--- src/rtl/cpu_port_pkg.sv ---
package cpu_port_pkg;
    localparam int CPU_DW   = 8;
    localparam int CHAN_W   = 5;
    localparam int STREAM_W = 3;
    localparam int CPU_AW   = CHAN_W + 1;
    localparam int MADDR_W  = STREAM_W + CHAN_W;

    typedef enum logic [1:0] {
        MSEL_NONE   = 2'b00,
        MSEL_DATA   = 2'b01,
        MSEL_CONNLO = 2'b10,
        MSEL_CONNHI = 2'b11
    } msel_e;

    typedef struct packed {
        logic                split;
        logic                msg;
        logic                rsvd;
        msel_e               msel;
        logic [STREAM_W-1:0] stream;
    } ctrl_t;

    typedef enum logic [2:0] {
        TGT_NONE,
        TGT_CTRL,
        TGT_DM,
        TGT_CML,
        TGT_CMH
    } tgt_e;
endpackage

--- src/rtl/cpu_ctrl_reg.sv ---
module cpu_ctrl_reg
    import cpu_port_pkg::*;
(
    input  logic              clk,
    input  logic              rst_n,
    input  logic              wr_active,
    input  logic              ctrl_hit,
    input  logic [CPU_DW-1:0] wdata,
    output ctrl_t             ctrl_q,
    output logic              wr_first
);
    typedef struct packed {
        ctrl_t ctrl;
        logic  seen;
    } creg_state_t;

    creg_state_t st_d, st_q;

    always_comb begin
        st_d      = st_q;
        st_d.seen = wr_active;
        wr_first  = wr_active && !st_q.seen;
        if (wr_first && ctrl_hit) begin
            st_d.ctrl      = ctrl_t'(wdata);
            st_d.ctrl.rsvd = 1'b0;
        end
    end

    always_ff @(posedge clk or negedge rst_n) begin
        if (!rst_n) st_q <= '0;
        else        st_q <= st_d;
    end

    assign ctrl_q = st_q.ctrl;


    ctrl_only_on_write_chk: assert property (@(posedge clk) disable iff (!rst_n)
        !(wr_first && ctrl_hit) |=> $stable(ctrl_q));


    first_once_chk: assert property (@(posedge clk) disable iff (!rst_n)
        wr_first |=> !wr_first);
endmodule

--- src/rtl/cpu_acc_decode.sv ---
module cpu_acc_decode
    import cpu_port_pkg::*;
(
    input  logic                cs,
    input  logic                rd,
    input  logic                wr_first,
    input  logic [CPU_AW-1:0]   addr,
    input  logic                split,
    input  msel_e               msel,
    input  logic [STREAM_W-1:0] stream,
    output logic                ctrl_hit,
    output tgt_e                rd_tgt,
    output logic [MADDR_W-1:0]  mem_addr,
    output logic                dm_re,
    output logic                cml_re,
    output logic                cmh_re,
    output logic                cml_we,
    output logic                cmh_we
);
    tgt_e wr_tgt;
    logic rd_act;

    always_comb begin
        ctrl_hit = !addr[CPU_AW-1];
        rd_tgt   = TGT_NONE;
        wr_tgt   = TGT_NONE;
        if (ctrl_hit) begin
            rd_tgt = TGT_CTRL;
            wr_tgt = TGT_CTRL;
        end else if (split) begin
            rd_tgt = TGT_DM;
            wr_tgt = TGT_CML;
        end else begin
            unique case (msel)
                MSEL_DATA:   begin rd_tgt = TGT_DM;  wr_tgt = TGT_NONE; end
                MSEL_CONNLO: begin rd_tgt = TGT_CML; wr_tgt = TGT_CML;  end
                MSEL_CONNHI: begin rd_tgt = TGT_CMH; wr_tgt = TGT_CMH;  end
                default:     begin rd_tgt = TGT_NONE; wr_tgt = TGT_NONE; end
            endcase
        end
    end

    assign rd_act   = cs && rd;
    assign mem_addr = {stream, addr[CHAN_W-1:0]};
    assign dm_re    = rd_act && (rd_tgt == TGT_DM);
    assign cml_re   = rd_act && (rd_tgt == TGT_CML);
    assign cmh_re   = rd_act && (rd_tgt == TGT_CMH);
    assign cml_we   = wr_first && (wr_tgt == TGT_CML);
    assign cmh_we   = wr_first && (wr_tgt == TGT_CMH);
endmodule

--- src/rtl/cpu_rd_capture.sv ---
module cpu_rd_capture
    import cpu_port_pkg::*;
(
    input  logic              clk,
    input  logic              rst_n,
    input  logic              rd_act,
    input  tgt_e              rd_tgt,
    input  ctrl_t             ctrl,
    input  logic [CPU_DW-1:0] dm_rdata,
    input  logic [CPU_DW-1:0] cml_rdata,
    input  logic [CPU_DW-1:0] cmh_rdata,
    output logic [CPU_DW-1:0] rdata
);
    typedef struct packed {
        logic [CPU_DW-1:0] data;
    } rcap_state_t;

    rcap_state_t st_d, st_q;
    ctrl_t       ctrl_view;

    always_comb begin
        ctrl_view      = ctrl;
        ctrl_view.rsvd = 1'b0;
        st_d           = st_q;
        if (rd_act) begin
            unique case (rd_tgt)
                TGT_CTRL: st_d.data = CPU_DW'(ctrl_view);
                TGT_DM:   st_d.data = dm_rdata;
                TGT_CML:  st_d.data = cml_rdata;
                TGT_CMH:  st_d.data = cmh_rdata;
                default:  st_d.data = '0;
            endcase
        end
    end

    always_ff @(posedge clk or negedge rst_n) begin
        if (!rst_n) st_q <= '0;
        else        st_q <= st_d;
    end

    assign rdata = st_q.data;


    rdata_hold_chk: assert property (@(posedge clk) disable iff (!rst_n)
        !rd_act |=> $stable(rdata));


    rsvd_read_zero_chk: assert property (@(posedge clk) disable iff (!rst_n)
        (rd_act && rd_tgt == TGT_CTRL) |=> !rdata[5]);
endmodule

--- src/rtl/cpu_port_dec.sv ---
module cpu_port_dec
    import cpu_port_pkg::*;
(
    input  logic               clk,
    input  logic               rst_n,
    input  logic               cpu_cs,
    input  logic               cpu_rd,
    input  logic               cpu_wr,
    input  logic [CPU_AW-1:0]  cpu_addr,
    input  logic [CPU_DW-1:0]  cpu_wdata,
    output logic [CPU_DW-1:0]  cpu_rdata,
    output logic [MADDR_W-1:0] mem_addr,
    output logic [CPU_DW-1:0]  mem_wdata,
    output logic               dm_re,
    input  logic [CPU_DW-1:0]  dm_rdata,
    output logic               cml_re,
    output logic               cml_we,
    input  logic [CPU_DW-1:0]  cml_rdata,
    output logic               cmh_re,
    output logic               cmh_we,
    input  logic [CPU_DW-1:0]  cmh_rdata,
    output logic               msg_en
);
    ctrl_t ctrl_q;
    logic  wr_first;
    logic  ctrl_hit;
    tgt_e  rd_tgt;
    logic  wr_act;
    logic  rd_act;

    assign wr_act    = cpu_cs && cpu_wr;
    assign rd_act    = cpu_cs && cpu_rd;
    assign mem_wdata = cpu_wdata;
    assign msg_en    = ctrl_q.msg;

    cpu_ctrl_reg u_creg (
        .clk       (clk),
        .rst_n     (rst_n),
        .wr_active (wr_act),
        .ctrl_hit  (ctrl_hit),
        .wdata     (cpu_wdata),
        .ctrl_q    (ctrl_q),
        .wr_first  (wr_first)
    );

    cpu_acc_decode u_dec (
        .cs       (cpu_cs),
        .rd       (cpu_rd),
        .wr_first (wr_first),
        .addr     (cpu_addr),
        .split    (ctrl_q.split),
        .msel     (ctrl_q.msel),
        .stream   (ctrl_q.stream),
        .ctrl_hit (ctrl_hit),
        .rd_tgt   (rd_tgt),
        .mem_addr (mem_addr),
        .dm_re    (dm_re),
        .cml_re   (cml_re),
        .cmh_re   (cmh_re),
        .cml_we   (cml_we),
        .cmh_we   (cmh_we)
    );

    cpu_rd_capture u_rcap (
        .clk       (clk),
        .rst_n     (rst_n),
        .rd_act    (rd_act),
        .rd_tgt    (rd_tgt),
        .ctrl      (ctrl_q),
        .dm_rdata  (dm_rdata),
        .cml_rdata (cml_rdata),
        .cmh_rdata (cmh_rdata),
        .rdata     (cpu_rdata)
    );


    we_exclusive_chk: assert property (@(posedge clk) disable iff (!rst_n)
        $onehot0({cml_we, cmh_we}));


    we_needs_cs_chk: assert property (@(posedge clk) disable iff (!rst_n)
        (cml_we || cmh_we) |-> (cpu_cs && cpu_wr));


    we_single_chk: assert property (@(posedge clk) disable iff (!rst_n)
        (cml_we || cmh_we) |=> !(cml_we || cmh_we));


    ctrl_no_we_chk: assert property (@(posedge clk) disable iff (!rst_n)
        !cpu_addr[CPU_AW-1] |-> !(cml_we || cmh_we));


    chan_addr_chk: assert property (@(posedge clk) disable iff (!rst_n)
        (cpu_cs && cpu_addr[CPU_AW-1]) |-> (mem_addr[CHAN_W-1:0] == cpu_addr[CHAN_W-1:0]));


    split_no_cmh_chk: assert property (@(posedge clk) disable iff (!rst_n)
        ctrl_q.split |-> !(cmh_we || cmh_re || cml_re));
endmodule

--- config.mk ---
export PLATFORM = sky130hd
export DESIGN_NAME = cpu_port_dec
export DESIGN_NICKNAME = d
export VERILOG_FILES = /design/src/rtl/cpu_port_pkg.sv /design/src/rtl/cpu_ctrl_reg.sv /design/src/rtl/cpu_acc_decode.sv /design/src/rtl/cpu_rd_capture.sv /design/src/rtl/cpu_port_dec.sv
export SDC_FILE = /design/constraint.sdc
export NUM_CORES = 1
export LEC_CHECK = 0
export CORE_MARGIN = 2
export CORE_UTILIZATION = 30
export CTS_CLUSTER_DIAMETER = 80
export CTS_CLUSTER_SIZE = 16
export DETAILED_ROUTE_END_ITERATION = 12
export PLACE_DENSITY = 0.79
export RECOVER_POWER = 100
export SYNTH_ARGS = -nofsm -noshare
export SYNTH_HDL_FRONTEND = slang
export SYNTH_SLANG_ARGS = --single-unit
--- constraint.sdc ---
create_clock -name clk -period 1.46 [get_ports clk]
set_input_delay 0.292 -clock clk [delete_from_list [all_inputs] [get_ports clk]]
set_output_delay 0.292 -clock clk [all_outputs]
set_load 0.005 [all_outputs]
==> results by group, run 1 <==
Place
  • Input/output buffers: 60
  • Dpl cells: 224
  • Gpl congestion: 0.767
  • Post-DP HPWL: 2770 µm
  • Place WS: -0.585 ns

GRT
  • Gr usage total: 17.9%
  • Number of global-route vias before repair: 1250
  • Global-route wire length before repair: 5890 µm
  • Gr ovfl total: 0
  • Largest net degree at the start of global routing: 17
  • Initial antenna violation count: 0

Pwr
  • Power Density: slightly above 1000 nW/µm²
  • P_leak: 0.890 nW
  • Gate power share: 52.5%
  • Switch share: 31.5%
  • Maximum vdd drop: 0.580 mV
  • Pint: 1.43 mW
  • Reg power frac: 28.9%
  • Part of the power in the clock network: 18.7%
  • NetSw: 0.660 mW

Setup path
  • Setup crit start: u_creg.ctrl_q[3]$_DFFE_PN0P_
  • Worst reg2reg endpoint: u_rcap.rdata[1]$_DFFE_PN0P_
  • WP data arrival: 1.58 ns
  • CP startpoint kind: flip-flop
  • Top delay family on crit path: flip-flops
  • Worst R2R Setup Slack: -0.41 ns
  • CP Cell Sequence: inv_2, ha_4, buf_6, nor3_4, o21a_4, nor2b_4, buf_6
  • Worst setup EP type: output pin
  • Worst-path fanout max: 3
  • Kind of critical path: flip-flop to output pin
  • Critical Path Sink: dm_re
  • Most used cell, CP: buf_6
  • Worst R2R Path Depth: 7
  • Slowest-stage cell, CP: dfrtp_1
  • Worst r2r src: u_creg.ctrl_q[4]$_DFFE_PN0P_
  • Max stage delay on crit path: 0.40 ns
  • Worst EP required: 1.17 ns
  • WP buf/inv: 3
  • Worst path depth: 7

STA
  • Setup Total Neg Slack: -4.40 ns
  • Worst hold margin: 0.502 ns
  • Final cycle utilization of the critical path: 128%
  • Fin. Hold Viols: 0
  • Post-route minimum period: 1.87 ns
  • Fin. max-slew vios: 0
  • Setup violators final: 18
  • RSZ-0062 raised after global routing: yes
  • Clock Skews: roughly 0.0021 ns
  • Fmax: around 0.53 GHz
  • Worst-Margin Slew: approximately 0.94 ns
  • Max_slew headroom: between 30 and 40%
  • Post-route worst setup slack: -0.411 ns

Cells and area
  • Share of cells above drive strength 1: 37.8%
  • Fin nets: 243
  • Filler instances: 323
  • Area growth syn-to-layout: 88.1%
  • Register area: approximately 400 µm²
  • Antenna cells: 0
  • Area of the multi-input gates: 656 µm²
  • Finished Layout Cells: approximately 240

Die
  • IO Pins: 73
  • Initial Utilization: a little under a third
  • Total die area: 4180 µm²
  • Core footprint: 3610 µm²
  • Die W: 64.7 µm
  • Die height: between 60 and 70 µm
  • Row Count: 22

Worst hold path
  • Min-delay worst type: flip-flop to flip-flop
  • Hold path startpoint: u_rcap.rdata[5]$_DFFE_PN0P_

Clock network
  • H-tree Lvls: 1
  • Hold_buf cts: 0
  • Clock slew at reported path FFs: roughly 0.070 ns
  • Maximum clock path buffer count: 2
  • CTS Sinks: 16
  • CTS Root Cell: clkbuf_8
  • Later-pin clock latency in the skew report: 0.24 ns
  • CTS tree: done
  • CTS Buf Count: 3

Yosys
  • Syn_nets: ~160
  • Mapped Area: 1100 µm²
  • Most numerous cell in the Yosys netlist: nand2_1
  • Seq/Total Area, Yosys: between 30% and 40%
  • Synth cell types: 31
  • Largest cells by area after synthesis: dfrtp_1 36%, buf_4 11%, nand2_1 6.8%
  • Yosys warning total: 0
  • Ys async rst share: 100%
  • Synth top cells by count: 20 x nand2_1, 16 x buf_4, 16 x dfrtp_1
  • Syn_area_per_cell: between 9 and 10 µm²
  • Cell count after synthesis: about 110
  • EDFF count, synth: 0
  • Leading area contributor after synthesis: dfrtp_1
  • Top_reg_cell synth: dfrtp_1
  • Synth top area share: 36.2%
  • Register bit count reported by yosys: 16

Routing
  • Antenna viol nets, final: 0
  • Drt drc: 0
  • Final wirelength: a little under 4000 µm
  • Drt wl/cell: 15.8 µm
  • Vias per cell: 4.99
  • Starting DRC count in detailed routing: 56
  • Vias post-DR: approximately 1200
  • Pre-Repair DR Iteration Count: 4

Status
  • Failing checks: negative setup slack
  • Status: finished, violations left

Run
  • Max-Cap Viols: 0
-- flip-flops by register name, indices dropped and copies added, names as in the netlist --
name,flops
u_creg.ctrl_q,7
u_creg.st_q,1
u_rcap.rdata,8
-- final cells by class --
cell class,instances,share of cell area (%)
inverters,4,0.843
flip-flops and latches,16,19.3
repair buffers,99,42.7
clock buffers,4,2.65
well taps,48,2.89
multi-input cells,73,31.5
-- worst min path at each step --
stage / depth (start not counted) / slack [ns] / end
5_1_grt: 2 / 0.54 / u_rcap.rdata[5]$_DFFE_PN0P_
3_5_place_dp: 2 / 0.50 / u_rcap.rdata[5]$_DFFE_PN0P_
6_report: 2 / 0.50 / u_rcap.rdata[5]$_DFFE_PN0P_
3_3_place_gp: 2 / 0.47 / u_rcap.rdata[5]$_DFFE_PN0P_
2_1_floorplan: 0 / -0.004 / u_creg.ctrl_q[0]$_DFFE_PN0P_
4_1_cts: 2 / 0.38 / u_rcap.rdata[7]$_DFFE_PN0P_
-- routing by layer --
layer	vias up	part of all wire [%]	global-route usage, %	wire length (µm)
met1	588	40	21.9	1550
met5	-	0	0	0
met4	0	1.4	4.26	55
li1	569	-	-	-
met2	53	52	32.6	2020
met3	8	5.9	3.13	228
-- cells in the final DEF, fill, tap and decap left out, types with 2 or more instances in the layout --
cell type and count:
nand2_2 2, nor2_1 2, clkdlybuf4s25_1 4, inv_1 2
a22oi_2 3, dlygate4sd2_1 10, a222oi_1 6, buf_2 4
clkbuf_8 4, a32oi_1 2, nor2b_1 2, clkdlybuf4s50_1 34
mux2_2 4, buf_6 9, buf_4 29, mux2_4 2
a22o_1 7, ha_4 3, a22oi_1 4, dlygate4sd3_1 7
nand2_1 18, dfrtp_1 15
-- timing repair --
action                     4_1_cts  5_1_grt
pin swaps                       12       16
setup endpoints to repair       26       21
hold endpoints to repair         0        0
buffers inserted                 8        9
gates resized for setup         46       16
-- through the flow --
step | utilization (%) | instance area [µm²] | power (mW)
2_1_floorplan | - | 1140 | 1.05
3_3_place_gp | 50.8 | 1830 | 1.42
3_5_place_dp | 50.8 | 1830 | 1.45
4_1_cts | 55.1 | 1990 | 1.99
5_1_grt | 57.6 | 2080 | 2.20
6_report | 57.6 | 2080 | 2.09
-- cells by family after synthesis --
group | after synthesis | share of synthesized area, %
simple gates | 35 | 18.0
flops | 16 | 36.2
xor+xnor | 1 | 0.793
buf+inv | 23 | 13.5
compound gates | 28 | 22.0
mux | 6 | 6.12
fa+ha+maj | 3 | 3.40
-- worst register-to-register path, cell delays in order, from the launching register on --
cell and delay (ns):
dfrtp_2 0.44, ha_4 0.29, buf_6 0.10, nor3_4 0.03, o21a_4 0.19, buf_6 0.13
a222oi_1 0.40, a22oi_1 0.14
-- power by group through the flow --
stage	Sequential, mW	Clock (mW)	Combinational [mW]
CTS	0.605	0.403	0.977
finish	0.604	0.391	1.10
global route	0.614	0.413	1.17
detailed placement	0.613	0	0.841
global placement	0.606	0	0.810
floorplan	0.598	0	0.448
Note: power is estimated with default switching activity, not from simulation.
==> inputs of run 2 (changes only) <==
- PLACE_DENSITY: 0.79 -> 0.72
==> run 2 against run 1 <==
The flow still finishes with violations (negative setup slack). Sequential share of layout area is essentially flat. Register-to-register slack gained 0.05 ns. Critical path depth fell by 1. Core utilization grew 0.10 points. Count of clock-buffer cells in the layout stayed put. Die area did not move. Largest power group unchanged.
==> results by group, run 2 (synthesized netlist as in run 1, its figures left out) <==
GRT
  • Grt met3 use: 3.30% (+0.17 points)
  • Busiest grt layer: met2
  • Gr usage total: 19.1% (+1.2 points)
  • Routing usage on met1: 22.8% (+0.90 points)
  • Global-route wire length before repair: 6150 µm (+4.5%)
  • Met2 GRT Util: 32.4% (-0.13 points)
  • Initial antenna violation count: 0 (unchanged)
  • Number of global-route vias before repair: 1276 (+2.1%)
  • Gr ovfl total: 0 (unchanged)
  • Largest net degree at the start of global routing: 17 (unchanged)

STA
  • Max_slew headroom: 40.4% (+3.0 points)
  • Post-route minimum period: 1.91 ns (+0.0413 ns)
  • Setup violators final: 19 (+1)
  • Fin. max-slew vios: 0 (unchanged)
  • Post-route worst setup slack: -0.453 ns (-0.0413 ns)
  • Clock Skews: 0.000490 ns (-0.00160 ns)
  • Worst-Margin Slew: 0.894 ns (-0.0448 ns)
  • Fin. Hold Viols: 0 (unchanged)
  • Fmax: 0.523 GHz (-2.2%)
  • Final cycle utilization of the critical path: 131% (+2.8 points)
  • RSZ-0062 raised after global routing: yes

Routing
  • Final wirelength: 3930 µm (+2.1%)
  • Vias post-DR: 1229 (+0.90%)
  • Drt wl/cell: 15.9 µm (+0.46%)
  • Antenna viol nets, final: 0 (unchanged)
  • Starting DRC count in detailed routing: 68 (+21%)
  • Drt drc: 0 (unchanged)
  • Vias per cell: 4.96 (-0.72%)
  • Pre-Repair DR Iteration Count: 5 (+1)

Clock network
  • Later-pin clock latency in the skew report: 0.25 ns (about the same)
  • Clock slew at reported path FFs: 0.06 ns (about the same)
  • CTS Root Cell: clkbuf_8
  • CTS tree: done
  • Maximum clock path buffer count: 2 (unchanged)
  • CTS Buf Count: 3 (unchanged)
  • H-tree Lvls: 1 (unchanged)
  • CTS Sinks: 16 (unchanged)

Die
  • Core footprint: 3610 µm² (unchanged)
  • Die W: 64.7 µm (unchanged)
  • Row Count: 22 (unchanged)
  • Initial Utilization: 30.6% (unchanged)
  • Die height: 64.7 µm (unchanged)
  • IO Pins: 73 (unchanged)
  • Total die area: 4180 µm² (unchanged)

Cells and area
  • Commonest non-fill, non-tap cell in the layout: buf_4
  • Antenna cells: 0 (unchanged)
  • Finished Layout Cells: 248 (+1.6%)
  • Fin nets: 247 (+1.6%)
  • Commonest cells after routing, fill and taps aside: 34 x buf_4, 31 x clkdlybuf4s50_1, 20 x nand2_1, 15 x dfrtp_1, 11 x dlygate4sd2_1
  • Post-Layout Inst Area: 2080 µm² (+0.18%)
  • Area growth syn-to-layout: 88.4%
  • Share of cells above drive strength 1: 37.0% (-0.76 points)
  • Max reg flops: 8 (unchanged)

Setup path
  • WP data arrival: 1.62 ns (+0.04 ns)
  • Worst setup EP type: output pin
  • CP startpoint kind: flip-flop
  • Worst EP required: 1.17 ns (about the same)
  • Worst-path fanout max: 3 (unchanged)
  • Kind of critical path: flip-flop to output pin

Status
  • Status: finished, violations left
  • Failing checks: negative setup slack

Place
  • Input/output buffers: 60 (unchanged)
  • Place WS: -0.671 ns (-0.0860 ns)
  • Area after DPL: 1850 µm² (+1.1%)
  • Post-DP HPWL: 2630 µm (-5.1%)
  • Dpl cells: 225 (+0.45%)
  • Gpl congestion: 0.714 (-7.0%)

Pwr
  • Maximum vdd drop: 0.510 mV (-12%)
  • Power Density: 1010 nW/µm² (about the same)
  • P_leak: 0.901 nW (+1.3%)

Worst hold path
  • Min-delay worst type: flip-flop to flip-flop

Run
  • Max-Cap Viols: 0 (unchanged)
-- run 2: cell types whose count changed in the layout (fill, tap and decap cells not counted), sizes merged --
cell / delta
clkdlybuf4s25: +1
dlygate4sd3: +1
clkbuf: +1
buf: +3
dlygate4sd2: +1
clkdlybuf4s50: -3
-- run 2: final cells by class --
class	count	area, µm²
Clock buffer	4	55.1
Timing Repair Buffer	103	903
Fill cell	311	1520
Tap cell	48	60.1
Inverter	4	15.0
Sequential cell	16	402
Multi-Input combinational cell	73	647
-- run 2: through the flow --
stage / total power, mW / utilization [%] / setup TNS, ns / hold WS (ns)
6_report: 2.10 / 57.7 / -5.21 / 0.484
5_1_grt: 2.21 / 57.7 / -6.44 / 0.526
4_1_cts: 1.99 / 55.9 / -4.11 / 0.370
3_5_place_dp: 1.45 / 51.4 / -8.00 / 0.476
3_3_place_gp: 1.43 / 51.4 / -7.36 / 0.477
2_1_floorplan: 1.05 / - / -0.411 / -0.00359
-- run 2: worst max-delay path, cell delays in order (launching register included) --
cell,delay (ns)
dfrtp_1,0.39
inv_2,0.08
ha_4,0.27
buf_4,0.12
and3b_1,0.20
nor3b_2,0.17
buf_2,0.14
-- run 2: final timing paths --
| path | cells past startpoint | slack (ns) | end | from |
|---|---|---|---|---|
| max | 6 | -0.45 | cmh_re | u_creg.ctrl_q[3]$_DFFE_PN0P_ |
| min | 2 | 0.48 | u_rcap.rdata[5]$_DFFE_PN0P_ | u_rcap.rdata[5]$_DFFE_PN0P_ |
| max reg2reg | 8 | -0.36 | u_rcap.rdata[6]$_DFFE_PN0P_ | u_creg.ctrl_q[3]$_DFFE_PN0P_ |
| min reg2reg | 2 | 0.48 | u_rcap.rdata[5]$_DFFE_PN0P_ | u_rcap.rdata[5]$_DFFE_PN0P_ |
| max in group asynchronous | 2 | 0.17 | u_creg.ctrl_q[4]$_DFFE_PN0P_ | rst_n |
| min in group asynchronous | 2 | 0.68 | u_creg.st_q[0]$_DFF_PN0_ | rst_n |
-- run 2: per-layer routing --
metal  part of all wire [%]  up-vias
li1                       -      575
met1                     40      595
met2                     51       49
met3                    5.8       10
met4                    3.0        0
met5                      0        -
-- run 2: what timing repair did --
| action | 4_1_cts | 5_1_grt |
|---|---|---|
| hold buffers | 0 | 0 |
| endpoints found under the hold margin | 0 | 0 |
| setup buffers | 10 | 10 |
| cloned | 0 | 0 |
| pin swaps | 10 | 7 |
| setup endpoints to repair | 28 | 21 |
| gates resized for setup | 42 | 13 |
-- run 2: report_power, final --
| part | leakage, nW | total, mW | switching (mW) | internal, mW |
|---|---|---|---|---|
| registers | 0.203 | 0.606 | 0.0812 | 0.524 |
| logic | 0.669 | 1.09 | 0.427 | 0.666 |
| clock network | 0.0288 | 0.399 | 0.159 | 0.240 |
| total | 0.901 | 2.10 | 0.667 | 1.43 |
